$ cat config.mk
export PLATFORM = sky130hd
export DESIGN_NAME = ack_guard
export DESIGN_NICKNAME = d
export VERILOG_FILES = /design/src/rtl/ack_guard_pkg.sv /design/src/rtl/ag_sync.sv /design/src/rtl/ag_region.sv /design/src/rtl/ag_qualify.sv /design/src/rtl/ack_guard.sv
export SDC_FILE = /design/constraint.sdc
export NUM_CORES = 1
export LEC_CHECK = 0
export BUFFER_PORTS_ARGS = -buffer_cell sky130_fd_sc_hd__clkbuf_2
export CORE_MARGIN = 8
export CORE_UTILIZATION = 32
export CTS_CLUSTER_DIAMETER = 150
export CTS_CLUSTER_SIZE = 8
export DETAILED_ROUTE_END_ITERATION = 8
export GPL_ROUTABILITY_DRIVEN = 0
export PLACE_DENSITY = 0.63
export SLEW_MARGIN = 20
export SYNTH_ARGS = -nofsm -noshare
export SYNTH_HDL_FRONTEND = slang
export SYNTH_SLANG_ARGS = --single-unit
export TNS_END_PERCENT = 20
$ cat constraint.sdc
create_clock -name clk -period 1.2 [get_ports clk]
set_input_delay 0.24 -clock clk [delete_from_list [all_inputs] [get_ports clk]]
set_output_delay 0.24 -clock clk [all_outputs]
set_load 0.005 [all_outputs]
$ cat src/rtl/ack_guard_pkg.sv
package ack_guard_pkg;

  typedef enum logic [1:0] {
    RGN_RAM = 2'd0,
    RGN_ROM = 2'd1,
    RGN_IO  = 2'd2
  } region_e;

  // ROM wins over RAM; anything else is I/O.
  function automatic region_e classify(input logic [31:0] a,
                                       input logic [31:0] rom_lo,
                                       input logic [31:0] rom_hi,
                                       input logic [31:0] ram_lo,
                                       input logic [31:0] ram_hi);
    if (a >= rom_lo && a <= rom_hi) return RGN_ROM;
    if (a >= ram_lo && a <= ram_hi) return RGN_RAM;
    return RGN_IO;
  endfunction

  // The acknowledge is fresh once a high was seen earlier in this cycle and
  // the line is low now.
  function automatic logic fresh_ack(input logic strobe_low,
                                     input logic starting,
                                     input logic high_seen,
                                     input logic ack_n_now);
    return strobe_low && !starting && high_seen && !ack_n_now;
  endfunction

endpackage

$ cat src/rtl/ag_sync.sv
module ag_sync #(
  parameter int W = 1,
  parameter int STAGES = 2,
  parameter logic [W-1:0] RST_VAL = '0
) (
  input  logic         clk,
  input  logic         rst_n,
  input  logic [W-1:0] d,
  output logic [W-1:0] q
);
  logic [STAGES-1:0][W-1:0] pipe;

  always_ff @(posedge clk or negedge rst_n) begin
    if (!rst_n) pipe <= {STAGES{RST_VAL}};
    else        pipe <= {pipe[STAGES-2:0], d};
  end

  assign q = pipe[STAGES-1];
endmodule

$ cat src/rtl/ag_region.sv
module ag_region
  import ack_guard_pkg::*;
#(
  parameter int ADDR_W = 24,
  parameter logic [ADDR_W-1:0] ROM_LO = 24'hE00000,
  parameter logic [ADDR_W-1:0] ROM_HI = 24'hEFFFFF,
  parameter logic [ADDR_W-1:0] RAM_LO = 24'h000000,
  parameter logic [ADDR_W-1:0] RAM_HI = 24'h3FFFFF
) (
  input  logic              clk,
  input  logic              rst_n,
  input  logic              cycle_start,
  input  logic [ADDR_W-1:0] addr,
  output region_e           region_q,
  output logic              rom_now
);
  region_e region_live;

  assign region_live = classify(32'(addr), 32'(ROM_LO), 32'(ROM_HI),
                                32'(RAM_LO), 32'(RAM_HI));

  always_ff @(posedge clk or negedge rst_n) begin
    if (!rst_n)           region_q <= RGN_RAM;
    else if (cycle_start) region_q <= region_live;
  end

  // In the first cycle the latch is not yet loaded, so decode live.
  assign rom_now = cycle_start ? (region_live == RGN_ROM) : (region_q == RGN_ROM);
endmodule

$ cat src/rtl/ag_qualify.sv
module ag_qualify
  import ack_guard_pkg::*;
#(
  parameter int RAM_DELAY  = 2,
  parameter int HOLD_EDGES = 3
) (
  input  logic    clk,
  input  logic    rst_n,
  input  logic    cpu_as_n,
  input  logic    cycle_start,
  input  logic    leg_ack_n_s,
  input  logic    ref_rise,
  input  region_e region_q,
  output logic    grant_q,
  output logic    seen_high,
  output logic    hold_busy,
  output logic    delay_met
);
  localparam int HW = $clog2(HOLD_EDGES + 1);

  logic          ack_fresh;
  logic          grant_d;
  logic [HW-1:0] hold_cnt;

  always_ff @(posedge clk or negedge rst_n) begin
    if (!rst_n)           seen_high <= 1'b0;
    else if (cycle_start) seen_high <= leg_ack_n_s;
    else if (!cpu_as_n)   seen_high <= seen_high | leg_ack_n_s;
  end

  assign ack_fresh = fresh_ack(!cpu_as_n, cycle_start, seen_high, leg_ack_n_s);

  generate
    if (RAM_DELAY == 0) begin : g_no_delay
      assign delay_met = 1'b1;
    end else begin : g_delay
      localparam int RW = $clog2(RAM_DELAY + 1);
      logic [RW-1:0] ram_cnt;
      always_ff @(posedge clk or negedge rst_n) begin
        if (!rst_n)            ram_cnt <= '0;
        else if (cycle_start)  ram_cnt <= '0;
        else if (ack_fresh && region_q == RGN_RAM && ram_cnt != RW'(RAM_DELAY))
          ram_cnt <= ram_cnt + 1'b1;
      end
      assign delay_met = (region_q != RGN_RAM) || (ram_cnt == RW'(RAM_DELAY));
    end
  endgenerate

  assign hold_busy = (hold_cnt != '0);
  assign grant_d   = ack_fresh && delay_met && !hold_busy;

  always_ff @(posedge clk or negedge rst_n) begin
    if (!rst_n)        grant_q <= 1'b0;
    else if (cpu_as_n) grant_q <= 1'b0;
    else if (grant_d)  grant_q <= 1'b1;
  end

  always_ff @(posedge clk or negedge rst_n) begin
    if (!rst_n)
      hold_cnt <= '0;
    else if (grant_d && !grant_q && region_q == RGN_IO)
      hold_cnt <= HW'(HOLD_EDGES);
    else if (ref_rise && hold_busy)
      hold_cnt <= hold_cnt - 1'b1;
  end
endmodule

$ cat src/rtl/ack_guard.sv
module ack_guard
  import ack_guard_pkg::*;
#(
  parameter int ADDR_W     = 24,
  parameter int RAM_DELAY  = 2,
  parameter int HOLD_EDGES = 3,
  parameter logic [ADDR_W-1:0] ROM_LO = 24'hE00000,
  parameter logic [ADDR_W-1:0] ROM_HI = 24'hEFFFFF,
  parameter logic [ADDR_W-1:0] RAM_LO = 24'h000000,
  parameter logic [ADDR_W-1:0] RAM_HI = 24'h3FFFFF
) (
  input  logic              clk,
  input  logic              rst_n,
  input  logic              cpu_as_n,
  input  logic [ADDR_W-1:0] cpu_addr,
  input  logic              ref_clk,
  input  logic              legacy_ack_n,
  output logic              cpu_ack_n,
  output logic              legacy_as_n
);
  logic    leg_ack_n_s, ref_s, ref_prev, ref_rise;
  logic    as_q, cycle_start;
  region_e region_q;
  logic    rom_now;
  logic    grant_q, seen_high, hold_busy, delay_met;

  ag_sync #(.W(2), .STAGES(2), .RST_VAL(2'b10)) u_sync (
    .clk(clk), .rst_n(rst_n),
    .d({legacy_ack_n, ref_clk}),
    .q({leg_ack_n_s, ref_s})
  );

  always_ff @(posedge clk or negedge rst_n) begin
    if (!rst_n) begin
      ref_prev <= 1'b0;
      as_q     <= 1'b1;
    end else begin
      ref_prev <= ref_s;
      as_q     <= cpu_as_n;
    end
  end

  assign ref_rise    = ref_s & ~ref_prev;
  assign cycle_start = as_q & ~cpu_as_n;

  ag_region #(
    .ADDR_W(ADDR_W), .ROM_LO(ROM_LO), .ROM_HI(ROM_HI),
    .RAM_LO(RAM_LO), .RAM_HI(RAM_HI)
  ) u_region (
    .clk(clk), .rst_n(rst_n), .cycle_start(cycle_start),
    .addr(cpu_addr), .region_q(region_q), .rom_now(rom_now)
  );

  ag_qualify #(.RAM_DELAY(RAM_DELAY), .HOLD_EDGES(HOLD_EDGES)) u_qual (
    .clk(clk), .rst_n(rst_n), .cpu_as_n(cpu_as_n),
    .cycle_start(cycle_start), .leg_ack_n_s(leg_ack_n_s),
    .ref_rise(ref_rise), .region_q(region_q),
    .grant_q(grant_q), .seen_high(seen_high),
    .hold_busy(hold_busy), .delay_met(delay_met)
  );

  assign cpu_ack_n   = ~(grant_q & ~cpu_as_n);
  assign legacy_as_n = cpu_as_n | rom_now;
endmodule

==> report_table.html <==
<table>
<tr><th>Metric</th><th>Value</th></tr>
<tr><th colspan="2">Timing</th></tr>
<tr><td>Number of max-slew violations in the final report</td><td>0</td></tr>
<tr><td>Highest clock frequency the design can meet</td><td>704 MHz</td></tr>
<tr><td>Final critical delay including setup and external delays</td><td>1.42 ns</td></tr>
<tr><td>Headroom to the max-slew limit</td><td>77.0%</td></tr>
<tr><td>Endpoints failing hold</td><td>0</td></tr>
<tr><td>Final setup violation count</td><td>4</td></tr>
<tr><td>Post-layout worst setup margin</td><td>-0.220 ns</td></tr>
<tr><td>Worst hold slack</td><td>0.0371 ns</td></tr>
<tr><td>Final worst path period share</td><td>118%</td></tr>
<tr><td>RSZ-0062 raised after global routing</td><td>true</td></tr>
<tr><td>Transition time of the tightest slew-check pin</td><td>0.345 ns</td></tr>
<tr><td>Worst clock skew</td><td>0.0130 ns</td></tr>
<tr><th colspan="2">Logic synthesis</th></tr>
<tr><td>Synthesis Warnings</td><td>0</td></tr>
<tr><td>Area of the mapped netlist</td><td>642 sq um</td></tr>
<tr><td>Nets in the synthesized netlist</td><td>87</td></tr>
<tr><td>Post-synth EDFFs</td><td>0</td></tr>
<tr><td>Top post-synthesis cells by area</td><td>dfrtp_1, dfstp_2, ha_1</td></tr>
<tr><td>Leading cell types by count after synthesis</td><td>dfrtp_1, inv_1, nand2_1</td></tr>
<tr><td>Async set-or-reset flop fraction in the synthesized netlist</td><td>100%</td></tr>
<tr><td>Mean area per synthesized cell</td><td>11.5 sq um</td></tr>
<tr><td>Instance count of the mapped netlist</td><td>56</td></tr>
<tr><td>Distinct cells, synth</td><td>27</td></tr>
<tr><td>Synth area leader</td><td>dfrtp_1</td></tr>
<tr><td>Share of Yosys cell area claimed by the top area cell type</td><td>42.9%</td></tr>
<tr><td>Top-count cell post-synth</td><td>dfrtp_1</td></tr>
<tr><td>Sequential element share of the synthesized area</td><td>55.2%</td></tr>
<tr><td>Number of synthesized register bits</td><td>14</td></tr>
<tr><td>Primary flip-flop cell chosen by synthesis mapping</td><td>dfrtp_1</td></tr>
<tr><th colspan="2">Critical path</th></tr>
<tr><td>Slowest stage cell, crit path</td><td>dfstp_2</td></tr>
<tr><td>Crit start category</td><td>flop</td></tr>
<tr><td>Crit-path max cell delay</td><td>0.55 ns</td></tr>
<tr><td>Required time of the critical path</td><td>0.96 ns</td></tr>
<tr><td>Crit Path Category</td><td>flop to primary output</td></tr>
<tr><td>CP Cell Sequence</td><td>inv_2 -&gt; a31oi_1 -&gt; o21ai_1 -&gt; clkbuf_2</td></tr>
<tr><td>Arrival @ worst endpoint</td><td>1.18 ns</td></tr>
<tr><td>Crit-path max FO</td><td>2</td></tr>
<tr><td>Kind of end point of the critical path</td><td>primary output</td></tr>
<tr><td>Reg2reg end</td><td>u_qual.g_delay.ram_cnt[1]$_DFFE_PN0P_</td></tr>
<tr><td>R2r startpoint</td><td>as_q$_DFF_PN1_</td></tr>
<tr><td>Worst path top cell family by delay</td><td>flip-flops</td></tr>
<tr><td>Setup slack on the worst flop-to-flop path</td><td>-0.13 ns</td></tr>
<tr><td>Path depth of the worst reg2reg path</td><td>5</td></tr>
<tr><td>Number of buffers and inverters on the critical path</td><td>2</td></tr>
<tr><th colspan="2">CTS</th></tr>
<tr><td>CTS max path bufs</td><td>2</td></tr>
<tr><td>Number of H-tree levels</td><td>1</td></tr>
<tr><td>Clock slew at the register clock pins of the worst setup and hold paths</td><td>0.10 ns</td></tr>
<tr><td>Skew-Pair Late Insertion Delay</td><td>0.29 ns</td></tr>
<tr><td>Clock sink count</td><td>14</td></tr>
<tr><td>Number of buffers created by CTS</td><td>3</td></tr>
<tr><td>Clk Tree Root Cell</td><td>clkbuf_4</td></tr>
<tr><td>CTS tree</td><td>yes</td></tr>
<tr><th colspan="2">Floorplan</th></tr>
<tr><td>Die outline width</td><td>60.8 microns</td></tr>
<tr><td>Total die area</td><td>3690 sq um</td></tr>
<tr><td>Standard cell core area</td><td>1920 sq um</td></tr>
<tr><td>I/O pin cnt</td><td>31</td></tr>
<tr><td>Effective utilization at floorplan</td><td>33.4%</td></tr>
<tr><td>Floorplan die height</td><td>60.8 microns</td></tr>
<tr><td>Number of placement rows</td><td>16</td></tr>
<tr><th colspan="2">Cells and area</th></tr>
<tr><td>Antenna diode count</td><td>0</td></tr>
<tr><td>Number of nets in the layout</td><td>109</td></tr>
<tr><td>Fraction of final layout cells with drive strength greater than 1</td><td>41.6%</td></tr>
<tr><td>Number of standard cells in the final layout excluding fillers</td><td>104</td></tr>
<tr><td>Relative area change from synthesis to final layout</td><td>29.4%</td></tr>
<tr><th colspan="2">GRT</th></tr>
<tr><td>Vias in the first global route</td><td>513</td></tr>
<tr><td>GR met3 Demand/Resource</td><td>2.97%</td></tr>
<tr><td>Total global routing track utilization</td><td>8.38%</td></tr>
<tr><td>GRT met2 Usage</td><td>12.8%</td></tr>
<tr><td>Global route total overflow</td><td>0</td></tr>
<tr><td>Peak-usage layer in the global routing report</td><td>met2</td></tr>
<tr><td>GR Layer Usage met1</td><td>9.83%</td></tr>
<tr><td>Largest net degree at the start of global routing</td><td>15</td></tr>
<tr><td>Wire length of the first global-routing pass</td><td>2190 microns</td></tr>
<tr><td>Initial antenna violation count</td><td>0</td></tr>
<tr><th colspan="2">Job</th></tr>
<tr><td>Max-Cap Viols</td><td>0</td></tr>
<tr><th colspan="2">Placed design</th></tr>
<tr><td>Sum of net half-perimeters after detailed placement</td><td>940 microns</td></tr>
<tr><td>Cells after DPL</td><td>98</td></tr>
<tr><td>Count of buffers inserted at the top-level ports</td><td>10</td></tr>
<tr><th colspan="2">Worst hold path</th></tr>
<tr><td>Hold Path End</td><td>u_sync.pipe[1]$_DFF_PN1_</td></tr>
<tr><td>HP Class</td><td>primary input to flop</td></tr>
<tr><td>Hold path cells</td><td>1</td></tr>
<tr><td>Hold Startpoint</td><td>legacy_ack_n</td></tr>
<tr><th colspan="2">Drt</th></tr>
<tr><td>Final routed wire length divided by cell count</td><td>11.6 microns</td></tr>
<tr><td>Pre-antenna DRT Iters</td><td>4</td></tr>
<tr><td>WL final</td><td>1210 microns</td></tr>
<tr><td>Antenna-violating nets left</td><td>0</td></tr>
<tr><td>DRC violation total after the first TritonRoute iteration</td><td>8</td></tr>
<tr><td>Vias per cell</td><td>4.56</td></tr>
<tr><td>Post-route DRC</td><td>0</td></tr>
<tr><td>Vias after detailed routing</td><td>474</td></tr>
<tr><th colspan="2">Power</th></tr>
<tr><td>PwrDens</td><td>1620 nW/um^2</td></tr>
<tr><td>Worst VDD drop</td><td>761 uV</td></tr>
<tr><td>Reported leakage power</td><td>0.407 nW</td></tr>
<tr><th colspan="2">Run status</th></tr>
<tr><td>Violated checks</td><td>setup timing</td></tr>
<tr><td>Run status</td><td>finished with violations</td></tr>
</table>
## flip-flops by register name (all words and copies together), names as in the netlist
signal                  count
as_q                        1
ref_prev                    1
u_qual.g_delay.ram_cnt      2
u_qual.grant_q              1
u_qual.hold_cnt             2
u_qual.seen_high            1
u_region.region_q           2
u_sync.pipe                 2
u_sync.q                    2
## cells in the final DEF (no fill, tap or decap)
cell / count
a21oi_2: 1
nor2b_1: 1
ha_2: 1
dfrtp_1: 11
inv_2: 1
nand4b_1: 1
clkbuf_8: 1
nand2_1: 6
nor3_1: 2
a31oi_1: 1
a211o_1: 1
o21ai_0: 2
and4bb_2: 1
or2b_4: 1
ha_1: 1
nand2b_1: 2
o21ai_1: 4
mux2i_1: 1
clkbuf_2: 10
a21o_1: 1
and3_1: 1
dfstp_2: 3
buf_4: 7
clkbuf_4: 3
nand3b_1: 1
inv_1: 5
a21oi_1: 1
dlygate4sd3_1: 1
nor3_2: 1
xnor2_1: 1
nor3b_4: 1
nor4b_4: 1
a32oi_1: 1
## per-layer routing
metal / part of all wire, % / routed length (microns) / vias to the layer above
li1: - / - / 237
met1: 46 / 554 / 217
met2: 46 / 562 / 16
met3: 5.5 / 67 / 4
met4: 2.2 / 27 / 0
met5: 0 / 0 / -
## area by class of cell
cell class / count / area, sq um
clock buffers: 4 / 36.3
fillers: 197 / 1090
inverters: 6 / 22.5
multi-input cells: 35 / 272
flip-flops and latches: 14 / 354
well taps: 27 / 33.8
repair buffers: 18 / 113
## per-stage QoR
stage          area [sq um]  utilization [%]  TNS [ns]  setup slack (ns)  power, mW
2_1_floorplan           647                -   -0.0460           -0.0330      0.826
3_3_place_gp            764             39.8   -0.0790           -0.0614      0.952
3_5_place_dp            764             39.8    -0.184            -0.110      0.982
4_1_cts                 821             42.7    -0.446            -0.220       1.34
5_1_grt                 831             43.2    -0.981            -0.335       1.43
6_report                831             43.2    -0.459            -0.220       1.34
## worst max-delay path by stage
stage                                               start                                     to  slack (ns)  cells after the start
floorplan           u_qual.g_delay.ram_cnt[0]$_DFFE_PN0P_  u_qual.g_delay.ram_cnt[1]$_DFFE_PN0P_       -0.03                      5
finish                                     as_q$_DFF_PN1_                            legacy_as_n       -0.22                      4
global placement           u_qual.hold_cnt[0]$_DFFE_PN0P_         u_qual.hold_cnt[1]$_DFFE_PN0P_       -0.06                      5
detailed placement         u_qual.hold_cnt[0]$_DFFE_PN0P_         u_qual.hold_cnt[1]$_DFFE_PN0P_       -0.11                      5
CTS                                        as_q$_DFF_PN1_                            legacy_as_n       -0.22                      4
global route                               as_q$_DFF_PN1_                            legacy_as_n       -0.33                      4
## kinds of logic (layout without fill, tap and decap cells)
family | Yosys count | in the layout | synth area share [%]
flops | 14 | 14 | 55.2
compound gates | 12 | 12 | 11.7
simple gates | 19 | 19 | 21.1
xor+xnor | 1 | 1 | 1.36
buf+inv | 7 | 28 | 5.26
mux | 1 | 1 | 1.56
fa+ha+maj | 2 | 2 | 3.90
## what timing repair did
item	4_1_cts	5_1_grt
pin swaps	3	1
endpoints found under the hold margin	11	0
buffers inserted	1	0
gates resized for setup	4	2
hold buffers	1	0
endpoints found under the setup margin	5	9
## report_power, final
part           internal [mW]  switching [mW]
clock network          0.185           0.162
logic                  0.215           0.181
registers              0.555          0.0455
Power figures use the tool's default switching activity.
